===== config.mk =====
export PLATFORM = sky130hd
export DESIGN_NAME = pt_walker
export DESIGN_NICKNAME = d
export VERILOG_FILES = /design/src/rtl/walk_pkg.sv /design/src/rtl/walk_ctrl.sv /design/src/rtl/walk_dpath.sv /design/src/rtl/pt_walker.sv
export SDC_FILE = /design/constraint.sdc
export NUM_CORES = 1
export LEC_CHECK = 0
export BUFFER_PORTS_ARGS = -buffer_cell sky130_fd_sc_hd__buf_2
export CAP_MARGIN = 0
export CORE_UTILIZATION = 48
export DETAILED_ROUTE_END_ITERATION = 10
export GPL_TIMING_DRIVEN = 0
export PLACE_DENSITY = 0.77
export SYNTH_ARGS = -nofsm -noshare
export SYNTH_HDL_FRONTEND = slang
export SYNTH_HIERARCHICAL = 1
export SYNTH_SLANG_ARGS = --single-unit

===== constraint.sdc =====
create_clock -name clk -period 2.9 [get_ports clk]
set_input_delay 0.145 -clock clk [delete_from_list [all_inputs] [get_ports clk]]
set_output_delay 0.145 -clock clk [all_outputs]
set_load 0.02 [all_outputs]

===== src/rtl/walk_pkg.sv =====
package walk_pkg;

  typedef enum logic [1:0] {
    ST_OK   = 2'd0,
    ST_PAGE = 2'd1,
    ST_BUS  = 2'd2
  } walkStatus_e;

  typedef enum logic [2:0] {
    S_IDLE,
    S_L1REQ,
    S_L1WAIT,
    S_L2REQ,
    S_L2WAIT,
    S_RESP
  } walkState_e;

  // strobes from control to datapath
  typedef struct packed {
    logic        capReq;
    logic        capL1;
    logic        capL2;
    logic        setResult;
    walkStatus_e result;
  } walkStrobe_t;

endpackage


===== src/rtl/walk_ctrl.sv =====
module walk_ctrl
  import walk_pkg::*;
(
  input  logic        clk,
  input  logic        rstN,
  input  logic        reqValid,
  output logic        reqReady,
  output logic        rspValid,
  input  logic        rspReady,
  output logic        memRdValid,
  input  logic        memRdReady,
  input  logic        memRdDataValid,
  input  logic        memRdErr,
  input  logic        entryPresent,
  input  logic        permOk,
  output logic        memSel,
  output walkStrobe_t strb
);

  walkState_e state, stateNext;

  always_ff @(posedge clk) begin
    if (!rstN) state <= S_IDLE;
    else       state <= stateNext;
  end

  always_comb begin
    stateNext = state;
    strb      = '0;
    case (state)
      S_IDLE: if (reqValid) begin
        strb.capReq = 1'b1;
        stateNext   = S_L1REQ;
      end
      S_L1REQ: if (memRdReady) stateNext = S_L1WAIT;
      S_L1WAIT: if (memRdDataValid) begin
        if (memRdErr) begin
          strb.setResult = 1'b1;
          strb.result    = ST_BUS;
          stateNext      = S_RESP;
        end else if (!entryPresent) begin
          strb.setResult = 1'b1;
          strb.result    = ST_PAGE;
          stateNext      = S_RESP;
        end else begin
          strb.capL1 = 1'b1;
          stateNext  = S_L2REQ;
        end
      end
      S_L2REQ: if (memRdReady) stateNext = S_L2WAIT;
      S_L2WAIT: if (memRdDataValid) begin
        strb.setResult = 1'b1;
        stateNext      = S_RESP;
        if (memRdErr)                      strb.result = ST_BUS;
        else if (!entryPresent || !permOk) strb.result = ST_PAGE;
        else begin
          strb.result = ST_OK;
          strb.capL2  = 1'b1;
        end
      end
      S_RESP: if (rspReady) stateNext = S_IDLE;
      default: stateNext = S_IDLE;
    endcase
  end

  assign reqReady   = (state == S_IDLE);
  assign rspValid   = (state == S_RESP);
  assign memRdValid = (state == S_L1REQ) || (state == S_L2REQ);
  assign memSel     = (state == S_L2REQ);

  // once a request is taken, no second one is accepted next cycle
  a_r9_single_walk: assert property (@(posedge clk) disable iff (!rstN)
    reqValid && reqReady |=> !reqReady);

  // the response is held until it is taken
  a_r9_rsp_hold: assert property (@(posedge clk) disable iff (!rstN)
    rspValid && !rspReady |=> rspValid);

endmodule


===== src/rtl/walk_dpath.sv =====
module walk_dpath
  import walk_pkg::*;
#(
  parameter int ADDR_W   = 32,
  parameter int L1_BITS  = 10,
  parameter int L2_BITS  = 10,
  parameter int OFF_BITS = 12,
  parameter int FLAG_W   = 8
) (
  input  logic              clk,
  input  logic              rstN,
  input  walkStrobe_t       strb,
  input  logic              memSel,
  input  logic [ADDR_W-1:0] dirBase,
  input  logic [ADDR_W-1:0] reqVaddr,
  input  logic              reqWrite,
  input  logic [ADDR_W-1:0] memRdData,
  output logic [ADDR_W-1:0] memRdAddr,
  output logic              entryPresent,
  output logic              permOk,
  output logic [ADDR_W-1:0] walkVaddr,
  output logic              walkWrite,
  output logic [ADDR_W-1:0] rspPaddr,
  output logic [FLAG_W-1:0] rspFlags,
  output logic [1:0]        rspStatus,
  output logic [ADDR_W-1:0] faultAddr,
  output logic              faultWrite
);

  localparam int IDX1_LSB = OFF_BITS + L2_BITS;
  localparam int BASE_W   = ADDR_W - OFF_BITS;

  logic [ADDR_W-1:0] vaQ;
  logic              wrQ;
  logic [BASE_W-1:0] l1BaseQ;
  logic [ADDR_W-1:0] l2Q;
  walkStatus_e       statusQ;
  logic [ADDR_W-1:0] faultAddrQ;
  logic              faultWrQ;

  always_ff @(posedge clk) begin
    if (!rstN) begin
      vaQ        <= '0;
      wrQ        <= 1'b0;
      l1BaseQ    <= '0;
      l2Q        <= '0;
      statusQ    <= ST_OK;
      faultAddrQ <= '0;
      faultWrQ   <= 1'b0;
    end else begin
      if (strb.capReq) begin
        vaQ <= reqVaddr;
        wrQ <= reqWrite;
      end
      if (strb.capL1) l1BaseQ <= memRdData[ADDR_W-1:OFF_BITS];
      if (strb.capL2) l2Q     <= memRdData;
      if (strb.setResult) begin
        statusQ <= strb.result;
        if (strb.result != ST_OK) begin
          faultAddrQ <= vaQ;
          faultWrQ   <= wrQ;
        end
      end
    end
  end

  logic [ADDR_W-1:0] l1Addr, l2Addr;
  assign l1Addr = dirBase + ADDR_W'({vaQ[ADDR_W-1:IDX1_LSB], 2'b00});
  assign l2Addr = {l1BaseQ, {OFF_BITS{1'b0}}} + ADDR_W'({vaQ[IDX1_LSB-1:OFF_BITS], 2'b00});
  assign memRdAddr = memSel ? l2Addr : l1Addr;

  assign entryPresent = memRdData[0];
  assign permOk       = wrQ ? memRdData[2] : memRdData[1];

  assign walkVaddr  = vaQ;
  assign walkWrite  = wrQ;
  assign rspStatus  = statusQ;
  assign rspPaddr   = (statusQ == ST_OK) ? {l2Q[ADDR_W-1:OFF_BITS], vaQ[OFF_BITS-1:0]} : '0;
  assign rspFlags   = (statusQ == ST_OK) ? l2Q[FLAG_W:1] : '0;
  assign faultAddr  = faultAddrQ;
  assign faultWrite = faultWrQ;

endmodule


===== src/rtl/pt_walker.sv =====
module pt_walker
  import walk_pkg::*;
#(
  parameter int ADDR_W   = 32,
  parameter int L1_BITS  = 10,
  parameter int L2_BITS  = 10,
  parameter int OFF_BITS = 12,
  parameter int FLAG_W   = 8
) (
  input  logic              clk,
  input  logic              rstN,
  input  logic [ADDR_W-1:0] dirBase,
  input  logic              reqValid,
  output logic              reqReady,
  input  logic [ADDR_W-1:0] reqVaddr,
  input  logic              reqWrite,
  output logic              rspValid,
  input  logic              rspReady,
  output logic [ADDR_W-1:0] rspPaddr,
  output logic [FLAG_W-1:0] rspFlags,
  output logic [1:0]        rspStatus,
  output logic [ADDR_W-1:0] faultAddr,
  output logic              faultWrite,
  output logic              memRdValid,
  input  logic              memRdReady,
  output logic [ADDR_W-1:0] memRdAddr,
  input  logic              memRdDataValid,
  input  logic [ADDR_W-1:0] memRdData,
  input  logic              memRdErr
);

  walkStrobe_t       strb;
  logic              memSel, entryPresent, permOk, walkWrite;
  logic [ADDR_W-1:0] walkVaddr;

  walk_ctrl u_ctrl (
    .clk(clk), .rstN(rstN),
    .reqValid(reqValid), .reqReady(reqReady),
    .rspValid(rspValid), .rspReady(rspReady),
    .memRdValid(memRdValid), .memRdReady(memRdReady),
    .memRdDataValid(memRdDataValid), .memRdErr(memRdErr),
    .entryPresent(entryPresent), .permOk(permOk),
    .memSel(memSel), .strb(strb)
  );

  walk_dpath #(
    .ADDR_W(ADDR_W), .L1_BITS(L1_BITS), .L2_BITS(L2_BITS),
    .OFF_BITS(OFF_BITS), .FLAG_W(FLAG_W)
  ) u_dpath (
    .clk(clk), .rstN(rstN), .strb(strb), .memSel(memSel),
    .dirBase(dirBase), .reqVaddr(reqVaddr), .reqWrite(reqWrite),
    .memRdData(memRdData), .memRdAddr(memRdAddr),
    .entryPresent(entryPresent), .permOk(permOk),
    .walkVaddr(walkVaddr), .walkWrite(walkWrite),
    .rspPaddr(rspPaddr), .rspFlags(rspFlags), .rspStatus(rspStatus),
    .faultAddr(faultAddr), .faultWrite(faultWrite)
  );

  // a pending read keeps its address until it is accepted
  a_r2_rd_stable: assert property (@(posedge clk) disable iff (!rstN)
    memRdValid && !memRdReady |=> memRdValid && $stable(memRdAddr));

  // a granted write carries the write permission flag
  a_r6_write_perm: assert property (@(posedge clk) disable iff (!rstN)
    rspValid && rspStatus == ST_OK && walkWrite |-> rspFlags[1]);

  // a granted read carries the read permission flag
  a_r6_read_perm: assert property (@(posedge clk) disable iff (!rstN)
    rspValid && rspStatus == ST_OK && !walkWrite |-> rspFlags[0]);

  // a failed walk exposes its own address and direction
  a_r8_fault_capture: assert property (@(posedge clk) disable iff (!rstN)
    rspValid && rspStatus != ST_OK |-> faultAddr == walkVaddr && faultWrite == walkWrite);

  // a failure hides the translation
  a_r8_fault_zero: assert property (@(posedge clk) disable iff (!rstN)
    rspValid && rspStatus != ST_OK |-> rspPaddr == '0 && rspFlags == '0);

endmodule


==> results.py, run 1 <==
metrics = {
    "placed_design": {
        "port_buffers": 209,
        "dp_hpwl_um": 13400,
        "gp_congestion": 0.906,
        "dp.cells": 1086,
        "placed_area_um2": 7530,
    },
    "final_layout": {
        "nNetsFinal": 1076,
        "n_antenna_cell": 0,
        "fin_area_um2": 8460,
        "area_growth_pct": 34.9,
        "drive_gt1_share_pct": 29.4,
        "final_util_pct": 66.8,
        "stdcell_count": 1146,
    },
    "synth": {
        "yosysMostFrequentCell": "dfxtp_1",
        "synthTopCellsByCount": "dfxtp_1, nand2_1, nor2b_1",
        "synth_area_um2": 6270,
        "synth_ff_type": "dfxtp_1",
        "netlist.area_leader.share_pct": 38.0,
        "synth_compound_area_share_pct": 13.1,
        "synthSimpleGateAreaFrac_pct": 26.8,
        "synth-seq-cells": 119,
        "yosysWarnings": 6,
        "synthTopCellsByArea": "dfxtp_1, mux2i_1, nor2b_1",
        "synth_nets": 820,
        "synth_top_family_by_area": "simple AND/OR/NAND/NOR gates",
        "synth-edff-count": 0,
        "synth_cells": 705,
        "syn_area_per_cell_um2": 8.90,
        "synthXorXnorAreaFrac_pct": 2.23,
        "async_flop_share_pct": 0,
        "synthMuxAreaShare_pct": 14.3,
        "synth_top_cell_by_area": "dfxtp_1",
        "synth_fa_ha_area_share_pct": 2.31,
        "synth_seq_area_share_pct": 38.0,
        "yosysUniqueCellTypes": 60,
    },
    "timing": {
        "timing.setup.tns_ps": 0,
        "rsz0062_at_grt": "true",
        "finalCritPeriodShare_pct": 96.8,
        "fmax_mhz": 356,
        "setup_violations": 0,
        "finalClockSkew_ps": 4.05,
        "worst_pin_slew_ps": 751,
        "fin_crit_ps": 2810,
        "slew_viol_final": 0,
        "slew_headroom_pct": 49.9,
        "hold_viol_final": 0,
    },
    "detailed_routing": {
        "wl_per_cell_um": 15.7,
        "drt_iter0_drc": 335,
        "ant_nets": 0,
        "first_pass_iters": 5,
        "via_count": 5867,
        "drc_errors": 0,
        "via_per_inst": 5.12,
        "wirelength_um": 18000,
    },
    "worst_setup_path": {
        "crit_chain": "ha_1, fa_2, a211oi_2, nor2_2, o211ai_4, buf_12, a211oi_1, xnor2_1, o21ai_1, buf_4",
        "arrival_ps": 2660,
        "critical_path_buf_inv_count": 2,
        "r2r_slack_ps": 430,
        "critPathRequiredTime_ps": 2760,
        "cpLargestDelayFamily": "compound AO/OA/AOI/OAI gates",
        "worstReg2RegStart": "u_ctrl/state[2]",
        "cpMaxStageDelayCell": "fa_2",
        "r2r_cells": 8,
        "worstPathMaxFanout": 7,
        "r2r_end": "u_dpath/faultAddr[30]",
        "crit_type": "reg2out",
        "slowest_delay_ps": 390,
        "cp-start-kind": "flip-flop",
        "cp-end-kind": "output pin",
    },
    "die": {
        "die_h_um": 116,
        "ios": 214,
        "dieArea_um2": 13500,
        "fp.dieW_um": 116,
        "start_util_pct": 49.5,
        "core-area_um2": 12700,
        "placementRows": 41,
    },
    "global_routing": {
        "grt_pass1_wl_um": 27400,
        "overflow": 0,
        "grt_max_degree": 17,
        "first_global_vias": 5375,
        "grtUsageTotal_pct": 26.6,
        "antenna_found_initial": 0,
    },
    "cts": {
        "clock_path_buffers": 2,
        "cts_buffers": 17,
        "htree_levels": 4,
        "root_buffer": "clkbuf_16",
        "clk_pin_slew_ps": 60,
        "clk_latency_ps": 410,
        "cts.sinks": 119,
        "cts_tree": "yes",
    },
    "power_and_ir_drop": {
        "p_per_area_nw_per_um2": 679,
        "vdd_drop_max_v": 0.000498,
        "power.leakage_nw": 3.46,
        "finalPower_mw": 5.74,
    },
    "worst_hold_path": {
        "hold_path_class": "in2reg",
        "min_to": "u_dpath/walkVaddr[13]",
        "worstHoldStart": "reqVaddr[13]",
        "holdPathStages": 3,
    },
    "flow_run": {
        "drv_cap": 0,
    },
    "outcome": {
        "status": "completed",
    },
}
==> layout by cell type, fill, tap and decap left out, drive strengths merged, types with 4 or more instances in the layout <==
master	n
a2111o	4
a211oi	8
a21boi	34
a21oi	14
a22oi	5
and2	46
buf	225
clkbuf	52
clkinv	4
dfxtp	119
dlygate4sd3	26
ha	10
inv	10
mux2	4
mux2i	85
nand2	100
nand2b	5
nand3	23
nor2	12
nor2b	93
nor3	7
nor3b	4
o211ai	6
o21a	4
o21ai	25
xnor2	12
xor2	4
==> sequential cells by signal (all words and copies together) (netlist names) <==
signal	flops
u_ctrl/state	3
u_dpath/walkVaddr	32
u_dpath/l1BaseQ	20
u_dpath/walkWrite	1
u_dpath/faultWrite	1
u_dpath/l2Q	28
u_dpath/rspStatus	2
u_dpath/faultAddr	32
==> report_power, final <==
part	internal, mW	switching [mW]
Sequential	1.77	0.114
Clock	1.32	0.779
Combinational	0.733	1.03
==> repair_timing <==
item,CTS,global route
hold endpoints to repair,27,0
endpoints found under the setup margin,31,18
gates cloned,0,0
pin swaps,1,1
resized for setup,9,10
hold buffers,26,0
buffers inserted,2,1
==> tightest hold or removal path, cell delays in order <==
cell     delay [ps]
buf_2            80
mux2i_1          60
nor2b_1         100
==> layout make-up <==
cell class,count,area [µm²]
inverter,6,22.5
clock buffer,20,457
clock inverter,12,141
fill,1080,4210
timing repair buffer,238,1360
buffer,45,193
tap,172,215
multi-input combinational,534,3690
sequential,119,2380
==> metrics by stage <==
step	hold WS (ps)	setup slack (ps)
after floorplan	285	402
after global placement	401	-132
after detailed placement	409	-106
after CTS	0.863	12.2
after global routing	6.71	-43.2
final	12.7	92.1
==> cell families after synthesis <==
family,Yosys count
flip-flops,119
AND/OR/NAND/NOR,307
buffers and inverters,52
adder cells (fa/ha/maj),11
XOR/XNOR,16
multiplexers,89
AO/OA/AOI/OAI,111
==> metal layers <==
metal / part of all wire, % / global-route usage [%] / vias up
li1: - / - / 2932
met1: 45 / 34.0 / 2717
met5: 0 / 0 / -
met4: 1.3 / 8.03 / 0
met3: 6.5 / 6.95 / 20
met2: 48 / 43.9 / 198
==> how the worst max path moves through the flow <==
stage                                startpoint            end  slack (ps)  cells past startpoint
after CTS                 u_dpath/walkVaddr[22]  memRdAddr[22]          10                     10
after floorplan           u_dpath/walkVaddr[22]  memRdAddr[14]         400                      8
after detailed placement        u_ctrl/state[0]  memRdAddr[11]        -110                      8
after global placement          u_ctrl/state[0]  memRdAddr[11]        -130                      8
final                     u_dpath/walkVaddr[22]  memRdAddr[24]          90                     10
after global routing      u_dpath/walkVaddr[22]  memRdAddr[12]         -40                     10
No activity file was read; power rests on OpenSTA's default activity.
==> run 2, diff against run 1 <==
--- a/config.mk
+++ b/config.mk
@@ -11,6 +11,7 @@
 export DETAILED_ROUTE_END_ITERATION = 10
 export GPL_TIMING_DRIVEN = 0
 export PLACE_DENSITY = 0.77
+export REMOVE_ABC_BUFFERS = 1
 export SYNTH_ARGS = -nofsm -noshare
 export SYNTH_HDL_FRONTEND = slang
 export SYNTH_HIERARCHICAL = 1
==> run 2 against run 1 <==
Compared with the run above: sequential share of layout area barely moved; fmax rose by 0.92%; sequential power rose by 2%; critical path type unchanged; highest routed layer unchanged.
==> results.py, run 2 (same netlist as run 1, synthesis figures left out) <==
metrics = {
    "cts": {
        "clk_pin_slew_ps": 50,
        "htree_levels": 4,
        "root_buffer": "clkbuf_16",
        "cts.sinks": 119,
        "clk_latency_ps": 400,
        "cts_tree": "yes",
        "clock_path_buffers": 2,
        "cts_buffers": 17,
    },
    "die": {
        "ios": 214,
        "core-area_um2": 12700,
        "fp.dieW_um": 116,
        "placementRows": 41,
        "die_h_um": 116,
        "dieArea_um2": 13500,
        "start_util_pct": 49.5,
    },
    "power_and_ir_drop": {
        "vdd_drop_max_v": 0.000458,
        "p_per_area_nw_per_um2": 673,
        "power.leakage_nw": 3.45,
    },
    "timing": {
        "finalClockSkew_ps": 3.99,
        "worst_pin_slew_ps": 953,
        "fmax_mhz": 359,
        "rsz0062_at_grt": "true",
        "finalWorstSetupSlack_ps": 118,
        "finalCritPeriodShare_pct": 95.9,
        "fin_crit_ps": 2780,
        "hold_viol_final": 0,
        "setup_violations": 0,
        "fin_hold_ws_ps": 16.6,
        "slew_viol_final": 0,
        "slew_headroom_pct": 36.3,
    },
    "placed_design": {
        "gp_congestion": 0.819,
        "port_buffers": 210,
        "dp_hpwl_um": 11600,
        "place_ws_ps": -15.7,
    },
    "detailed_routing": {
        "drc_errors": 0,
        "via_count": 5696,
        "via_per_inst": 5.12,
        "wirelength_um": 16800,
        "wl_per_cell_um": 15.1,
        "drt_iter0_drc": 268,
        "ant_nets": 0,
        "first_pass_iters": 5,
    },
    "worst_setup_path": {
        "critPathRequiredTime_ps": 2760,
        "r2r_cells": 6,
        "arrival_ps": 2640,
        "worstPathMaxFanout": 10,
        "cp-start-kind": "flip-flop",
        "worstReg2RegStart": "u_ctrl/state[2]",
        "r2r_slack_ps": 340,
        "crit_type": "reg2out",
        "r2r_end": "u_dpath/faultAddr[30]",
        "cp-end-kind": "output pin",
    },
    "final_layout": {
        "layout_commonest_cell": "buf_2",
        "drive_gt1_share_pct": 30.4,
        "final_cell_mix": "buf_2, dfxtp_1, nand2_1",
        "area_growth_pct": 34.9,
        "n_antenna_cell": 0,
        "nNetsFinal": 1042,
        "nFillCells": 1062,
    },
    "global_routing": {
        "antenna_found_initial": 0,
        "grt_max_degree": 91,
        "grtUsageTotal_pct": 25.2,
        "overflow": 0,
        "first_global_vias": 5503,
        "grt_pass1_wl_um": 26600,
    },
    "worst_hold_path": {
        "worstHoldStart": "memRdData[18]",
        "min_to": "u_dpath/l2Q[18]",
        "holdPathStages": 3,
        "hold_path_class": "in2reg",
    },
    "flow_run": {
        "drv_cap": 0,
    },
    "outcome": {
        "status": "completed",
    },
}
## run 2: cell types whose count changed in the layout (fill, tap and decap cells not counted), sizes merged
cell / before / now
inv: 10 / 6
clkinv: 4 / 6
buf: 225 / 223
clkinvlp: 2 / 1
clkbuf: 52 / 23
## run 2: through the flow
| step | instance area, µm² | total power, mW | instances | utilization, % | TNS [ps] |
|---|---|---|---|---|---|
| 2_1_floorplan | 6080 | 3.04 | 659 | - | -40350 |
| 3_3_place_gp | 7350 | 3.52 | 1041 | 58.0 | -128380 |
| 3_5_place_dp | 7530 | 3.59 | 1050 | 59.5 | -15.7 |
| 4_1_cts | 8410 | 5.71 | 1109 | 66.3 | 0 |
| 5_1_grt | 8460 | 5.98 | 1112 | 66.8 | -4.70 |
| 6_report | 8460 | 5.69 | 1112 | 66.8 | 0 |
## run 2: area by class of cell
cell class              instances  area, µm²  share of cell area (%)
repair buffers                249       1530                    18.1
flip-flops and latches        119       2380                    28.2
clock buffers                  23        488                    5.77
inverters                       6       22.5                   0.266
multi-input cells             534       3720                    44.0
clock inverters                 9       97.6                    1.15
well taps                     172        215                    2.54
## run 2: report_power, final
part           internal [mW]  switching (mW)
Combinational          0.744           0.974
Sequential              1.77           0.148
Clock                   1.35           0.712
Total                   3.86            1.83
## run 2: worst max-delay path by stage
stage | startpoint | end | cells past startpoint
finish | u_dpath/walkVaddr[22] | memRdAddr[16] | 10
global route | u_dpath/walkVaddr[22] | memRdAddr[24] | 10
CTS | u_dpath/walkVaddr[23] | memRdAddr[29] | 9
detailed placement | u_ctrl/state[2] | u_dpath/faultAddr[30] | 6
global placement | u_ctrl/state[2] | u_dpath/l2Q[3] | 5
floorplan | u_ctrl/state[2] | u_dpath/l2Q[12] | 5
## run 2: per-layer routing
layer	wire (µm)	up-vias	GRT usage (%)
li1	-	2861	-
met2	8050	184	43.9
met5	0	-	0
met3	1320	15	9.13
met4	170	0	7.01
met1	7270	2636	29.1
## run 2: worst max-delay path, cell delays in order, from the launching register on
cell and delay, ps:
dfxtp_1 330, ha_1 220, fa_2 390, a211oi_2 250, nor2_2 110, o211ai_4 190
buf_12 150, a21oi_1 80, xnor2_1 160, o21ai_0 150, buf_2 200
## run 2: repair_timing
action | 4_1_cts | 5_1_grt
pin swaps | 2 | 3
setup buffers | 2 | 2
hold endpoints to repair | 25 | 1
hold buffers | 25 | 1
gates resized for setup | 3 | 14
setup endpoints to repair | 20 | 19
